## config.mk

```make
export PLATFORM = sky130hd
export DESIGN_NAME = ibuf_squash_top
export DESIGN_NICKNAME = d
export VERILOG_FILES = /design/src/rtl/ibuf_pkg.sv /design/src/rtl/ibuf_ring.sv /design/src/rtl/ibuf_credits.sv /design/src/rtl/ibuf_stats.sv /design/src/rtl/ibuf_squash_top.sv
export SDC_FILE = /design/constraint.sdc
export NUM_CORES = 1
export LEC_CHECK = 0
export BUFFER_PORTS_ARGS = -buffer_cell sky130_fd_sc_hd__clkbuf_2
export CORE_ASPECT_RATIO = 0.5
export CORE_MARGIN = 2
export CORE_UTILIZATION = 55
export CTS_CLUSTER_DIAMETER = 200
export CTS_CLUSTER_SIZE = 25
export DETAILED_ROUTE_END_ITERATION = 6
export PLACE_DENSITY = 0.77
export SYNTH_ARGS = -nofsm -noshare
export SYNTH_HDL_FRONTEND = slang
export SYNTH_SLANG_ARGS = --single-unit
```

## constraint.sdc

```tcl
create_clock -name clk -period 18.4 [get_ports clk]
set_input_delay 2.76 -clock clk [delete_from_list [all_inputs] [get_ports clk]]
set_output_delay 2.76 -clock clk [all_outputs]
set_load 0.05 [all_outputs]
```

## src/rtl/ibuf_pkg.sv

```systemverilog
package ibuf_pkg;
  typedef enum logic {SQ_IDLE = 1'b0, SQ_WALK = 1'b1} sq_state_t;
endpackage

```

## src/rtl/ibuf_ring.sv

```systemverilog
module ibuf_ring #(
  parameter int DEPTH = 8,
  parameter int SEQ_W = 8,
  parameter int ND_W  = 2,
  localparam int AW = $clog2(DEPTH),
  localparam int CW = $clog2(DEPTH + 1)
) (
  input  logic             clk,
  input  logic             rst,
  input  logic             wr_en,
  input  logic [SEQ_W-1:0] wr_seq,
  input  logic [ND_W-1:0]  wr_nd,
  input  logic             rd_en,
  input  logic             drop_tail,
  output logic [CW-1:0]    count,
  output logic             rd_valid,
  output logic [SEQ_W-1:0] rd_seq,
  output logic [ND_W-1:0]  rd_nd,
  output logic [SEQ_W-1:0] tail_seq,
  output logic [ND_W-1:0]  tail_nd
);
  logic [SEQ_W-1:0] seq_mem [DEPTH];
  logic [ND_W-1:0]  nd_mem  [DEPTH];
  logic [AW-1:0]    wr_ptr, rd_ptr, tail_idx;

  assign tail_idx = wr_ptr - AW'(1);
  assign tail_seq = seq_mem[tail_idx];
  assign tail_nd  = nd_mem[tail_idx];

  always_ff @(posedge clk) begin
    if (wr_en) begin
      seq_mem[wr_ptr] <= wr_seq;
      nd_mem[wr_ptr]  <= wr_nd;
    end
  end

  always_ff @(posedge clk) begin
    if (rd_en) begin
      rd_seq <= seq_mem[rd_ptr];
      rd_nd  <= nd_mem[rd_ptr];
    end
  end

  always_ff @(posedge clk) begin
    if (rst) begin
      wr_ptr   <= '0;
      rd_ptr   <= '0;
      count    <= '0;
      rd_valid <= 1'b0;
    end else begin
      rd_valid <= rd_en;
      if (rd_en) rd_ptr <= rd_ptr + AW'(1);
      if (wr_en)          wr_ptr <= wr_ptr + AW'(1);
      else if (drop_tail) wr_ptr <= wr_ptr - AW'(1);
      count <= count + CW'(wr_en) - CW'(rd_en) - CW'(drop_tail);
    end
  end


  count_bound_chk: assert property (@(posedge clk) disable iff (rst)
    count <= CW'(DEPTH));


  pair_keep_chk: assert property (@(posedge clk) disable iff (rst)
    wr_en && rd_en && !drop_tail |=> count == $past(count));
endmodule

```

## src/rtl/ibuf_credits.sv

```systemverilog
module ibuf_credits #(
  parameter int NUM_PREGS = 32,
  parameter int ND_W      = 2,
  localparam int FW = $clog2(NUM_PREGS + 1),
  localparam int EW = FW + 2
) (
  input  logic            clk,
  input  logic            rst,
  input  logic            charge_en,
  input  logic [ND_W-1:0] charge_n,
  input  logic            refund_en,
  input  logic [ND_W-1:0] refund_n,
  input  logic            ext_en,
  input  logic [FW-1:0]   ext_n,
  output logic [FW-1:0]   free_cnt,
  output logic            blocked
);
  logic [EW-1:0] sum;
  logic [FW-1:0] nxt;

  always_comb begin
    sum = {2'b00, free_cnt};
    if (refund_en) sum = sum + EW'(refund_n);
    if (ext_en)    sum = sum + EW'(ext_n);
    if (charge_en) sum = sum - EW'(charge_n);
    if (sum > EW'(NUM_PREGS)) nxt = FW'(NUM_PREGS);
    else                      nxt = sum[FW-1:0];
  end

  always_ff @(posedge clk) begin
    if (rst) begin
      free_cnt <= FW'(NUM_PREGS);
      blocked  <= 1'b0;
    end else begin
      free_cnt <= nxt;
      blocked  <= (nxt == '0);
    end
  end


  free_cap_chk: assert property (@(posedge clk) disable iff (rst)
    free_cnt <= FW'(NUM_PREGS));


  charge_chk: assert property (@(posedge clk) disable iff (rst)
    charge_en && !refund_en && !ext_en |=>
      free_cnt == FW'($past(free_cnt) - FW'($past(charge_n))));
endmodule

```

## src/rtl/ibuf_stats.sv

```systemverilog
module ibuf_stats #(
  parameter int DEPTH  = 8,
  parameter int STAT_W = 32,
  localparam int CW = $clog2(DEPTH + 1)
) (
  input  logic              clk,
  input  logic              rst,
  input  logic [CW-1:0]     count,
  output logic [STAT_W-1:0] occ_sum,
  output logic [STAT_W-1:0] full_cycles
);
  always_ff @(posedge clk) begin
    if (rst) begin
      occ_sum     <= '0;
      full_cycles <= '0;
    end else begin
      occ_sum <= occ_sum + STAT_W'(count);
      if (count == CW'(DEPTH)) full_cycles <= full_cycles + STAT_W'(1);
    end
  end


  occ_mono_chk: assert property (@(posedge clk) disable iff (rst)
    1'b1 |=> occ_sum >= $past(occ_sum));
endmodule

```

## src/rtl/ibuf_squash_top.sv

```systemverilog
module ibuf_squash_top
  import ibuf_pkg::*;
#(
  parameter int DEPTH     = 8,
  parameter int SEQ_W     = 8,
  parameter int ND_W      = 2,
  parameter int NUM_PREGS = 32,
  parameter int STAT_W    = 32,
  localparam int CW = $clog2(DEPTH + 1),
  localparam int FW = $clog2(NUM_PREGS + 1)
) (
  input  logic              clk,
  input  logic              rst,
  input  logic              push_en,
  input  logic [SEQ_W-1:0]  push_seq,
  input  logic [ND_W-1:0]   push_ndest,
  input  logic              pop_en,
  input  logic              squash_req,
  input  logic [SEQ_W-1:0]  squash_seq,
  input  logic              free_en,
  input  logic [FW-1:0]     free_num,
  output logic [CW-1:0]     count,
  output logic              full,
  output logic              empty,
  output logic              busy,
  output logic              pop_valid,
  output logic [SEQ_W-1:0]  pop_seq,
  output logic [ND_W-1:0]   pop_ndest,
  output logic [FW-1:0]     free_regs,
  output logic              rename_blocked,
  output logic [STAT_W-1:0] occ_sum,
  output logic [STAT_W-1:0] full_cycles
);
  sq_state_t        sq_state;
  logic [SEQ_W-1:0] sq_limit;
  logic             hold, push_ok, pop_ok, drop;
  logic [SEQ_W-1:0] tail_seq;
  logic [ND_W-1:0]  tail_nd;

  assign busy  = (sq_state == SQ_WALK);
  assign full  = (count == CW'(DEPTH));
  assign empty = (count == '0);
  assign hold  = squash_req || busy;

  assign push_ok = push_en && !hold && !full && (FW'(push_ndest) <= free_regs);
  assign pop_ok  = pop_en && !hold && !empty;
  assign drop    = busy && !empty && (tail_seq > sq_limit);

  always_ff @(posedge clk) begin
    if (rst) begin
      sq_state <= SQ_IDLE;
      sq_limit <= '0;
    end else if (squash_req) begin
      sq_state <= SQ_WALK;
      sq_limit <= squash_seq;
    end else if (busy && !drop) begin
      sq_state <= SQ_IDLE;
    end
  end

  ibuf_ring #(.DEPTH(DEPTH), .SEQ_W(SEQ_W), .ND_W(ND_W)) u_ring (
    .clk(clk), .rst(rst),
    .wr_en(push_ok), .wr_seq(push_seq), .wr_nd(push_ndest),
    .rd_en(pop_ok), .drop_tail(drop),
    .count(count), .rd_valid(pop_valid), .rd_seq(pop_seq), .rd_nd(pop_ndest),
    .tail_seq(tail_seq), .tail_nd(tail_nd)
  );

  ibuf_credits #(.NUM_PREGS(NUM_PREGS), .ND_W(ND_W)) u_credits (
    .clk(clk), .rst(rst),
    .charge_en(push_ok), .charge_n(push_ndest),
    .refund_en(drop), .refund_n(tail_nd),
    .ext_en(free_en), .ext_n(free_num),
    .free_cnt(free_regs), .blocked(rename_blocked)
  );

  ibuf_stats #(.DEPTH(DEPTH), .STAT_W(STAT_W)) u_stats (
    .clk(clk), .rst(rst), .count(count),
    .occ_sum(occ_sum), .full_cycles(full_cycles)
  );


  squash_shrink_chk: assert property (@(posedge clk) disable iff (rst)
    busy |=> count <= $past(count));


  hold_pop_chk: assert property (@(posedge clk) disable iff (rst)
    hold && pop_en |=> !pop_valid);
endmodule

```

* Yosys cells after proc, flatten, opt, wreduce, memory -nomap -nowiden
Memories as Yosys holds them, arrays and structs flattened. A register that Yosys moved wholly into a read port is not among the register bits.
Index checks and enable logic that the tools add are counted.
** Word-level totals
- Register bits after elaboration :: 91
- Bits in writable memories :: 80
- Bits of input ports :: 30
- Output and inout port bits :: 89
- Logic and storage cells :: 54
- Memories :: 2
** Operators by class
- $add $sub $neg :: 11
- $lt $le $gt $ge :: 3
- Equality and inequality tests :: 1
- Mux-type cells :: 10
- Reduce and logical (&&, ||, !) cells :: 17
** Memory list
- u_ring.seq_mem :: words 8, bits a word 8, rd ports 2, clocked after memory_dff 1, wr ports 1, RTL line ibuf_ring.sv:22 : logic [SEQ_W-1:0] seq_mem [DEPTH];
- u_ring.nd_mem :: words 8, bits a word 2, rd ports 2, clocked after memory_dff 1, wr ports 1, RTL line ibuf_ring.sv:23 : logic [ND_W-1:0] nd_mem [DEPTH];
** Operators by type and width (count)
- adder 32 x 1 -> 32 bit (second input constant) :: 1
- adder 32 x 4 -> 32 bit :: 1
- 2-to-1 mux 8 bit :: 3
- adder 8 x 6 -> 8 bit :: 1
- greater-than comparator 8 x 6 -> 1 bit (second input constant) :: 1
- greater-than comparator 8 bit :: 1
- logical AND 1 bit :: 8
- subtractor 4 x 1 -> 4 bit :: 2
- subtractor 8 x 2 -> 8 bit :: 1
- adder 6 x 2 -> 7 bit :: 1
- adder 3 x 1 -> 3 bit (second input constant) :: 2
- less-or-equal comparator 2 x 6 -> 1 bit :: 1
- logical NOT 6 bit :: 1
- 2-to-1 mux 3 bit :: 2
- 2-to-1 mux 6 bit :: 1
- adder 4 x 1 -> 4 bit :: 1
- equality test 4 bit (second input constant) :: 1
- logical NOT 1 bit :: 4
- logical NOT 4 bit :: 1
- 2-to-1 mux 1 bit :: 4
- nonzero test 2 bit :: 2
- subtractor 3 x 1 -> 3 bit (second input constant) :: 1
- logical OR 1 bit :: 1

* Longest topological paths before layout
Gate-level depths: netlist of the first run.
- Depth in word-level cells :: 12
- Gate-level depth with buffers :: 25
- Mapped depth without buffers :: 22

* Cells and area by module
A second synthesis of the first run with hierarchy kept.
** Second synthesis, totals
- Cell total of the unflattened synthesis :: 884
- Area, all modules :: 9608.0 um^2
** By module, submodules not included
- ibuf_ring :: instances 1, cells an instance 300, area an instance 4709.5 um^2, seq. area each 2922.8 um^2
- ibuf_stats :: instances 1, cells an instance 372, area an instance 3163.0 um^2, seq. area each 1281.2 um^2
- ibuf_credits :: instances 1, cells an instance 138, area an instance 1109.8 um^2, seq. area each 140.1 um^2
- ibuf_squash_top :: instances 1, cells an instance 74, area an instance 625.6 um^2, seq. area each 180.2 um^2

* Worst setup path after synthesis of the first run
No wires, ideal clock.
- Path type :: register to register
- Start :: register u_ring.wr_ptr[0]
- End :: register u_credits.blocked
- Setup time :: 87 ps
- Arrival time :: 6136 ps
- Required time :: 18313 ps
- Path slack :: 12177 ps
- Stages on the path, launching flop included :: 25
- Buffers on the path :: 3
- Clock period less this slack :: 6223 ps
- Cells stage by stage :: dfxtp_1 -> clkbuf_1 -> clkbuf_1 -> inv_1 -> ha_1 -> clkbuf_1 -> mux4_2 -> mux2_2 -> ha_1 -> nand4_1 -> o311a_4 -> o21ai_2 -> mux2_2 -> ha_1 -> inv_1 -> fa_1 -> nand2_1 -> o21a_1 -> ha_1 -> a21o_1 -> nor2_1 -> a31oi_1 -> xnor2_1 -> a2111o_1 -> nor4b_2
** On the way
- Longest elaborated chain between the ends :: 12
- Elaborated cells on any way between the ends :: 14
- Classes of those cells :: add/sub: 4; order compare: 2; mux: 4; reduce/logical: 2; memory: 2
** RTL lines
- from (decl) :: RTL line ibuf_ring.sv:24 : logic [AW-1:0] wr_ptr, rd_ptr, tail_idx;
- from (signal assigned) :: RTL line ibuf_ring.sv:53 : if (wr_en) wr_ptr <= wr_ptr + AW'(1);
- from (signal assigned) :: RTL line ibuf_ring.sv:54 : else if (drop_tail) wr_ptr <= wr_ptr - AW'(1);
- subtractor 3 x 1 -> 3 bit (*) :: RTL line ibuf_ring.sv:26 : assign tail_idx = wr_ptr - AW'(1);
- memory (8 x 8 bit)
- greater-than comparator 8 bit :: RTL line ibuf_squash_top.sv:47 : assign drop = busy && !empty && (tail_seq > sq_limit);
- logical AND 1 bit :: RTL line ibuf_squash_top.sv:47
- 2-to-1 mux 8 bit (*) :: RTL line ibuf_credits.sv:23 : if (refund_en) sum = sum + EW'(refund_n);
- adder 8 x 6 -> 8 bit :: RTL line ibuf_credits.sv:24 : if (ext_en) sum = sum + EW'(ext_n);
- 2-to-1 mux 8 bit (*) :: RTL line ibuf_credits.sv:24
- subtractor 8 x 2 -> 8 bit :: RTL line ibuf_credits.sv:25 : if (charge_en) sum = sum - EW'(charge_n);
- 2-to-1 mux 8 bit (*) :: RTL line ibuf_credits.sv:25
- greater-than comparator 8 x 6 -> 1 bit :: RTL line ibuf_credits.sv:26 : if (sum > EW'(NUM_PREGS)) nxt = FW'(NUM_PREGS);
- 2-to-1 mux 6 bit (*) :: RTL line ibuf_credits.sv:26
- logical NOT 6 bit (*) :: RTL line ibuf_credits.sv:36 : blocked <= (nxt == '0);
- to (signal assigned) :: RTL line ibuf_credits.sv:36
- to (decl) :: RTL line ibuf_credits.sv:16 : output logic blocked
Every way passes the cells marked *; elsewhere a longest branch is shown, timed or not.
A chain may end at the register's enable or synchronous reset.

* Final worst setup path of the first run
- Start :: register u_ring.wr_ptr[1]
- End :: register u_credits.blocked
Same word-level chain as after synthesis.

==> metrics.txt, run 1 <==
run status=finished, final reports clean; final HPWL from detailed placement=13.7 mm; Top-Level Pins=119; total negative setup slack=0 ps; residual DRC count=0; Core Footprint=15700 sq um; fraction of registers with async set/reset=0; # nets final=937; transition time at the pin with the least slew margin=1230 ps; number of setup violations in the final report=0; post-CTS setup buffer count=0; Layout area overhead=15.5%; Fill cells=1181; Hold-fix buffers, CTS=0; TritonCTS Buffers=17; area of the multi-input gates=4210 sq um; wire length reported by the detailed router=19.9 mm; die boundary height=94.3 um; post-synthesis share of cell area spent on full adders, half adders and majority gates=0.0595; via count=6318; Crit Reg-Reg Startpoint=u_ring.wr_ptr[1]; max-cap violation count=0; insertion delay of the later-clocked pin in the worst-skew pair=430 ps; leakage=3.88 nW; ANT cells=0; length of the first detailed-routing pass in iterations=5; internal power=0.842 mW; Tcrit/Tclk final=0.346; via count of the first global-routing pass=6114; type of the worst setup path=flip-flop to flip-flop; XOR/XNOR share of the synthesized area=0.0596; top-count cell post-synth=sky130_fd_sc_hd__nor2_1; CTS H-tree lvls=4; largest area contributor in the netlist=sky130_fd_sc_hd__edfxtp_1; cell area after technology mapping=8960 sq um; CP arrival=6710 ps; power share of the combinational group=0.383; Std-Cell Rows=32; count of nets left with antenna violations after detail routing=0; number of synthesis warnings=0; r2r worst-path depth=21; highest clock frequency the design can meet=157 MHz; Worst Path Required=18740 ps; cell count after synthesis=754; number of gates resized after CTS=0; area fraction of the dominant cell type after synthesis=0.302; share of total power in the clock network=0.259; critical path launch point=u_ring.wr_ptr[1]; pin count of the biggest net entering global routing=88; area of all sequential standard cells=4520 sq um; Critical Path Start Type=flip-flop; core occupancy in the finished layout=0.661; ranking of synthesized cells by area=sky130_fd_sc_hd__edfxtp_1 (30%), sky130_fd_sc_hd__dfxtp_1 (20%), sky130_fd_sc_hd__mux4_2 (10%); sequential fraction of the synthesis area=0.505; setup slack, reg-to-reg=12030 ps; die width=185 um; Total Die Area=17400 sq um; Vias/cell=5.73; NetSw=0.505 mW; endpoint class of the critical path=flip-flop; Sw Share=0.375; mean post-synth cell area=11.9 sq um; first-pass GRT wire length=32.0 mm; most frequently used flop master after synthesis=sky130_fd_sc_hd__dfxtp_1; Synth Net Count=823; wire per inst=18.1 um; hold path depth=2; worst slew slack as a fraction of its limit=0.177; pre-CTS setup slack=12080 ps; max-slew violation total from the final report=0; clock root buffer master=sky130_fd_sc_hd__clkbuf_16; Fin Clk Skew=9.09 ps; GRT Overall Usage=0.243; Worst-path clk slew=80 ps; TritonCTS clock tree=yes; number of distinct library cells after synthesis=65; compound-cell area share of the yosys netlist=0.0653; power density over cell area=130 nW/um^2; Commonest cells post-synth=sky130_fd_sc_hd__nor2_1 (92), sky130_fd_sc_hd__dfxtp_1 (91), sky130_fd_sc_hd__edfxtp_1 (90); worst flop-to-flop path endpoint=u_credits.blocked; Sinks on Clock Net=181; Hold Path Class=flip-flop to flip-flop; Port Buf Inserts=118; minimum period implied by the final worst setup slack=6370 ps; GRT overflow=0; routability cong.=0.883; endpoints failing hold=0; dominant combinational cell family by area after synthesis=multiplexers; Peak VDD IR=76.8 uV; EDFF count, synth=90; number of synthesized register bits=181; Worst Path Max Fanout=22; ratio of cells with drive above 1 in the final layout=0.270; antenna violations before repair=0; Initial Util=0.572; setup repair after global routing missed its margin=false; worst path setup slack after routing=12030 ps; synthesized-area fraction occupied by and/or/nand/nor cells=0.138; worst-case hold path end point=u_stats.occ_sum[18]; maximum buffer depth of the clock tree=2; beginning of the worst hold path=u_stats.occ_sum[18]; mux share of post-synthesis cell area=0.142; sequential share of power=0.358; drt first-iter violations=441
## area by class of cell
type,instances,area share
Tap cell,221,0.0267
Timing Repair Buffer,122,0.0600
Sequential cell,181,0.437
Multi-Input combinational cell,507,0.407
Clock inverter,14,0.0129
Inverter,39,0.0144
Clock buffer,18,0.0415
## power groups by stage
stage | logic, mW | clock network [mW] | registers [mW]
global placement | 0.496 | 0 | 0.490
finish | 0.516 | 0.349 | 0.483
floorplan | 0.353 | 0 | 0.526
CTS | 0.516 | 0.355 | 0.483
global route | 0.562 | 0.374 | 0.487
detailed placement | 0.512 | 0 | 0.491
## critical path, cell delays in order, from the launching register on
cell                       delay (ps)
sky130_fd_sc_hd__dfxtp_1          590
sky130_fd_sc_hd__inv_1            160
sky130_fd_sc_hd__ha_1             970
sky130_fd_sc_hd__mux4_2           430
sky130_fd_sc_hd__mux2_2           300
sky130_fd_sc_hd__ha_1             310
sky130_fd_sc_hd__nand4_1          200
sky130_fd_sc_hd__o311a_4          470
sky130_fd_sc_hd__o21ai_2          130
sky130_fd_sc_hd__mux2_2           380
sky130_fd_sc_hd__ha_1             210
sky130_fd_sc_hd__inv_1             70
sky130_fd_sc_hd__fa_1             400
sky130_fd_sc_hd__nand2_1           70
sky130_fd_sc_hd__o21a_1           150
sky130_fd_sc_hd__ha_1             230
sky130_fd_sc_hd__a21o_1           200
sky130_fd_sc_hd__nor2_1           170
sky130_fd_sc_hd__a31oi_1          130
sky130_fd_sc_hd__xnor2_1          160
sky130_fd_sc_hd__a2111o_1         310
sky130_fd_sc_hd__nor4b_2          230
## how the worst max path moves through the flow
stage / depth (start not counted) / slack (ps) / endpoint
2_1_floorplan: 24 / 12180 / u_credits.blocked
3_3_place_gp: 21 / 12290 / u_credits.blocked
3_5_place_dp: 21 / 12080 / u_credits.blocked
4_1_cts: 21 / 12060 / u_credits.blocked
5_1_grt: 21 / 11710 / u_credits.blocked
6_report: 21 / 12030 / u_credits.blocked
## kinds of logic after synthesis
family | count (synthesis)
compound gates | 86
xor+xnor | 61
fa+ha+maj | 39
buf+inv | 66
flops | 181
mux | 74
simple gates | 247
## layer usage
metal,global-route usage,wire length (um),share of wire,vias up
met1,0.320,8680,0.44,3074
met4,0.0680,238,0.012,0
met2,0.400,9490,0.48,231
li1,-,-,-,2999
met3,0.0620,1480,0.075,14
met5,0,0,0,-
## state kept, by name, summed over array words and instances, names as in the netlist
signal / flops
u_ring.rd_valid: 1
u_stats.occ_sum: 32
u_stats.full_cycles: 32
u_credits.blocked: 1
u_credits.free_cnt: 6
u_ring.count: 4
sq_limit: 8
u_ring.rd_nd: 2
u_ring.rd_seq: 8
u_ring.seq_mem: 64
u_ring.nd_mem: 16
u_ring.rd_ptr: 3
u_ring.wr_ptr: 3
busy: 1
## cell usage in the layout (no fill, tap or decap), drive strengths merged, types with 7 or more instances in the layout
master / instances
a21oi: 28
nor3: 16
or3: 15
and4: 7
xor2: 37
nand4: 13
xnor2: 24
mux4: 40
nand3: 20
clkbuf: 135
edfxtp: 90
mux2i: 12
and3: 7
o21ai: 21
o211ai: 7
mux2: 22
nor2b: 16
nor2: 92
nand2: 43
inv: 48
dfxtp: 91
ha: 33
## metrics by stage
stage,hold WS [ps],instance area (sq um),std cells,power [mW]
after global routing,522,10300,1102,1.42
after floorplan,460,8960,754,0.878
after detailed placement,491,9780,1070,1.00
after CTS,501,10300,1102,1.35
after global placement,467,9780,1070,0.986
final,502,10300,1102,1.35
No activity file was read; power rests on OpenSTA's default activity.
==> inputs of run 2 (changes only) <==
--- a/config.mk
+++ b/config.mk
@@ -8,11 +8,11 @@
 export BUFFER_PORTS_ARGS = -buffer_cell sky130_fd_sc_hd__clkbuf_2
 export CORE_ASPECT_RATIO = 0.5
 export CORE_MARGIN = 2
-export CORE_UTILIZATION = 55
+export CORE_UTILIZATION = 52
 export CTS_CLUSTER_DIAMETER = 200
 export CTS_CLUSTER_SIZE = 25
 export DETAILED_ROUTE_END_ITERATION = 6
-export PLACE_DENSITY = 0.77
+export PLACE_DENSITY = 0.76
 export SYNTH_ARGS = -nofsm -noshare
 export SYNTH_HDL_FRONTEND = slang
 export SYNTH_SLANG_ARGS = --single-unit
==> constraint.sdc (replaced) <==
create_clock -name clk -period 5.7 [get_ports clk]
set_input_delay 0.855 -clock clk [delete_from_list [all_inputs] [get_ports clk]]
set_output_delay 0.855 -clock clk [all_outputs]
set_load 0.05 [all_outputs]
==> run 2 against run 1 <==
Sequential cell count unchanged. Count of clock-buffer cells in the layout is 1 lower. Critical path type unchanged. Sequential share of layout area is 0.66 points lower. Utilization decreased by 2.8 points. Non-clock buffer count grew 9. Largest power group unchanged.
==> metrics.txt, run 2 (same netlist as run 1, synthesis figures left out) <==
Fill cells=1326 (+12%); Crit Reg-Reg Startpoint=u_ring.wr_ptr[0]; GRT overflow=0 (unchanged); via count of the first global-routing pass=6127 (+0.21%); Fin Clk Skew=10.6 ps (+1.55 ps); TritonCTS Buffers=17 (unchanged); Routed met3 length=1.36 mm (-8.1%); first-pass GRT wire length=32.6 mm (+1.9%); total power=4.54 mW (+240%); Tcrit/Tclk final=0.962 (+0.615); # nets final=946 (+0.96%); routed length on met2=9.94 mm (+4.7%); Std-Cell Rows=33 (+3.1%); Worst Path Required=6050 ps (-12690 ps); TritonCTS clock tree=yes; run status=finished, final reports clean; GRT Overall Usage=0.228 (-0.0141); r2r worst-path depth=22 (+4.8%); Post-Route Hold Slack=496 ps (-5.49 ps); CTS H-tree lvls=4 (unchanged); final HPWL from detailed placement=14.1 mm (+3.0%); Layout area overhead=17.3%; die boundary height=96.8 um (+2.7%); leakage=3.93 nW (+1.2%); max-slew violation total from the final report=0 (unchanged); endpoint class of the critical path=flip-flop; Vias/cell=5.71 (-0.42%); ANT cells=0 (unchanged); largest registers in the final layout=u_ring.seq_mem x64, u_stats.full_cycles x32, u_stats.occ_sum x32; minimum period implied by the final worst setup slack=5480 ps (-892 ps); placed instance count=1082 (+1.1%); Port Buf Inserts=118 (unchanged); hold path depth=2 (unchanged); wire per inst=18.5 um (+2.6%); Peak VDD IR=292 uV (+280%); uppermost signal routing layer after detailed routing=met4; count of nets left with antenna violations after detail routing=0 (unchanged); ratio of cells with drive above 1 in the final layout=0.284 (+0.0141); number of setup violations in the final report=0 (unchanged); maximum buffer depth of the clock tree=2 (unchanged); endpoints failing hold=0 (unchanged); pre-CTS setup slack=111 ps (-11970 ps); pin count of the biggest net entering global routing=49 (-44%); Worst Path Max Fanout=20 (-9.1%); insertion delay of the later-clocked pin in the worst-skew pair=430 ps (about the same); power density over cell area=433 nW/um^2 (+230%); residual DRC count=0 (unchanged); length of the first detailed-routing pass in iterations=5 (unchanged); Initial Util=0.540 (-0.0325); worst-case hold path end point=u_stats.occ_sum[31]; CP arrival=5830 ps (-880 ps); worst flop-to-flop path endpoint=u_credits.blocked; Core Footprint=16600 sq um (+6.0%); antenna violations before repair=0 (unchanged); Top-Level Pins=119 (unchanged); wire length reported by the detailed router=20.7 mm (+4.0%); type of the worst setup path=flip-flop to flip-flop; most used cells in the layout excluding fill and tap cells=sky130_fd_sc_hd__clkbuf_2 (117), sky130_fd_sc_hd__nor2_1 (91), sky130_fd_sc_hd__dfxtp_1 (90), sky130_fd_sc_hd__edfxtp_1 (90), sky130_fd_sc_hd__nand2_1 (41); Sinks on Clock Net=181 (unchanged); worst path setup slack after routing=217 ps (-11810 ps); transition time at the pin with the least slew margin=1150 ps (-77.6 ps); beginning of the worst hold path=u_stats.occ_sum[31]; highest clock frequency the design can meet=182 MHz (+16%); Hold Path Class=flip-flop to flip-flop; metal1 wirelength=8.95 mm (+3.1%); Worst-path clk slew=80 ps (about the same); drt first-iter violations=404 (-8.4%); Total Die Area=18400 sq um (+5.6%); Top reg by flops=u_ring.seq_mem; final instance count without filler cells=1117 (+1.4%); total negative setup slack=0 ps (unchanged); most common cell after layout, fill and taps aside=sky130_fd_sc_hd__clkbuf_2; max reg flops=64 (unchanged); die width=190 um (+2.8%); worst slew slack as a fraction of its limit=0.227 (+0.0503); max-cap violation count=0 (unchanged); clock root buffer master=sky130_fd_sc_hd__clkbuf_16; via count=6377 (+0.93%); routability cong.=0.912 (+3.2%); setup slack, reg-to-reg=220 ps (-11810 ps); Critical Path Start Type=flip-flop
==> run 2: changes by cell type in the layout (fill, tap and decap cells not counted), moves of 2 or more <==
cell	change
sky130_fd_sc_hd__clkinvlp_4	+2
sky130_fd_sc_hd__inv_8	+3
sky130_fd_sc_hd__buf_4	+7
sky130_fd_sc_hd__inv_6	-3
sky130_fd_sc_hd__clkinv_4	+2
sky130_fd_sc_hd__inv_4	-2
==> run 2: cell type report <==
type,instances,area (sq um),share of cell area
inverter,39,149,0.0142
clock buffer,17,425,0.0405
sequential,181,4530,0.431
multi-input combinational,507,4260,0.406
clock inverter,15,156,0.0149
tap,227,284,0.0270
timing repair buffer,131,704,0.0670
==> run 2: what timing repair did <==
| action | in CTS | in global routing |
|---|---|---|
| buffers inserted | 0 | 3 |
| gates resized for setup | 0 | 6 |
| setup endpoints to repair | 0 | 7 |
| hold buffers | 0 | 0 |
| endpoints found under the hold margin | 0 | 0 |
==> run 2: critical path, stage by stage (launching register included) <==
cell,delay [ps]
sky130_fd_sc_hd__dfxtp_1,350
sky130_fd_sc_hd__inv_1,140
sky130_fd_sc_hd__ha_4,320
sky130_fd_sc_hd__buf_12,170
sky130_fd_sc_hd__mux4_2,310
sky130_fd_sc_hd__mux2_2,300
sky130_fd_sc_hd__ha_1,310
sky130_fd_sc_hd__a21oi_1,300
sky130_fd_sc_hd__a21oi_4,150
sky130_fd_sc_hd__o21ai_4,250
sky130_fd_sc_hd__mux2_2,370
sky130_fd_sc_hd__ha_1,230
sky130_fd_sc_hd__inv_1,80
sky130_fd_sc_hd__fa_1,410
sky130_fd_sc_hd__nand2_1,90
sky130_fd_sc_hd__o21a_1,170
sky130_fd_sc_hd__ha_1,240
sky130_fd_sc_hd__a21o_1,210
sky130_fd_sc_hd__nor2_2,140
sky130_fd_sc_hd__a31oi_1,120
sky130_fd_sc_hd__xnor2_1,150
sky130_fd_sc_hd__a2111o_1,300
sky130_fd_sc_hd__nor4b_2,250
==> run 2: power breakdown <==
part           total, mW  leakage, nW  internal [mW]  switching [mW]
clock               1.15        0.280          0.588           0.566
sequential          1.56         1.55           1.46          0.0969
combinational       1.83         2.10          0.773            1.06
total               4.54         3.93           2.82            1.72
==> run 2: worst max-delay path by stage <==
stage | startpoint | end | slack, ps | cells past startpoint
6_report | u_ring.wr_ptr[0] | u_credits.blocked | 220 | 22
5_1_grt | u_ring.wr_ptr[0] | u_credits.blocked | -6 | 24
4_1_cts | u_ring.wr_ptr[0] | u_credits.blocked | 70 | 21
3_5_place_dp | u_ring.wr_ptr[0] | u_credits.blocked | 110 | 21
3_3_place_gp | u_ring.wr_ptr[0] | u_credits.blocked | 370 | 20
2_1_floorplan | u_ring.wr_ptr[0] | u_credits.blocked | 30 | 24
==> run 2: layer usage <==
metal | vias up | GRT usage
met2 | 214 | 0.368
met5 | - | 0
li1 | 3015 | -
met1 | 3114 | 0.305
met3 | 34 | 0.0566
met4 | 0 | 0.0751
==> run 2: per-stage QoR <==
| step | instance area, sq um | util |
|---|---|---|
| floorplan | 8980 | - |
| global placement | 9870 | 0.594 |
| detailed placement | 9870 | 0.594 |
| CTS | 10400 | 0.629 |
| global route | 10500 | 0.633 |
| finish | 10500 | 0.633 |
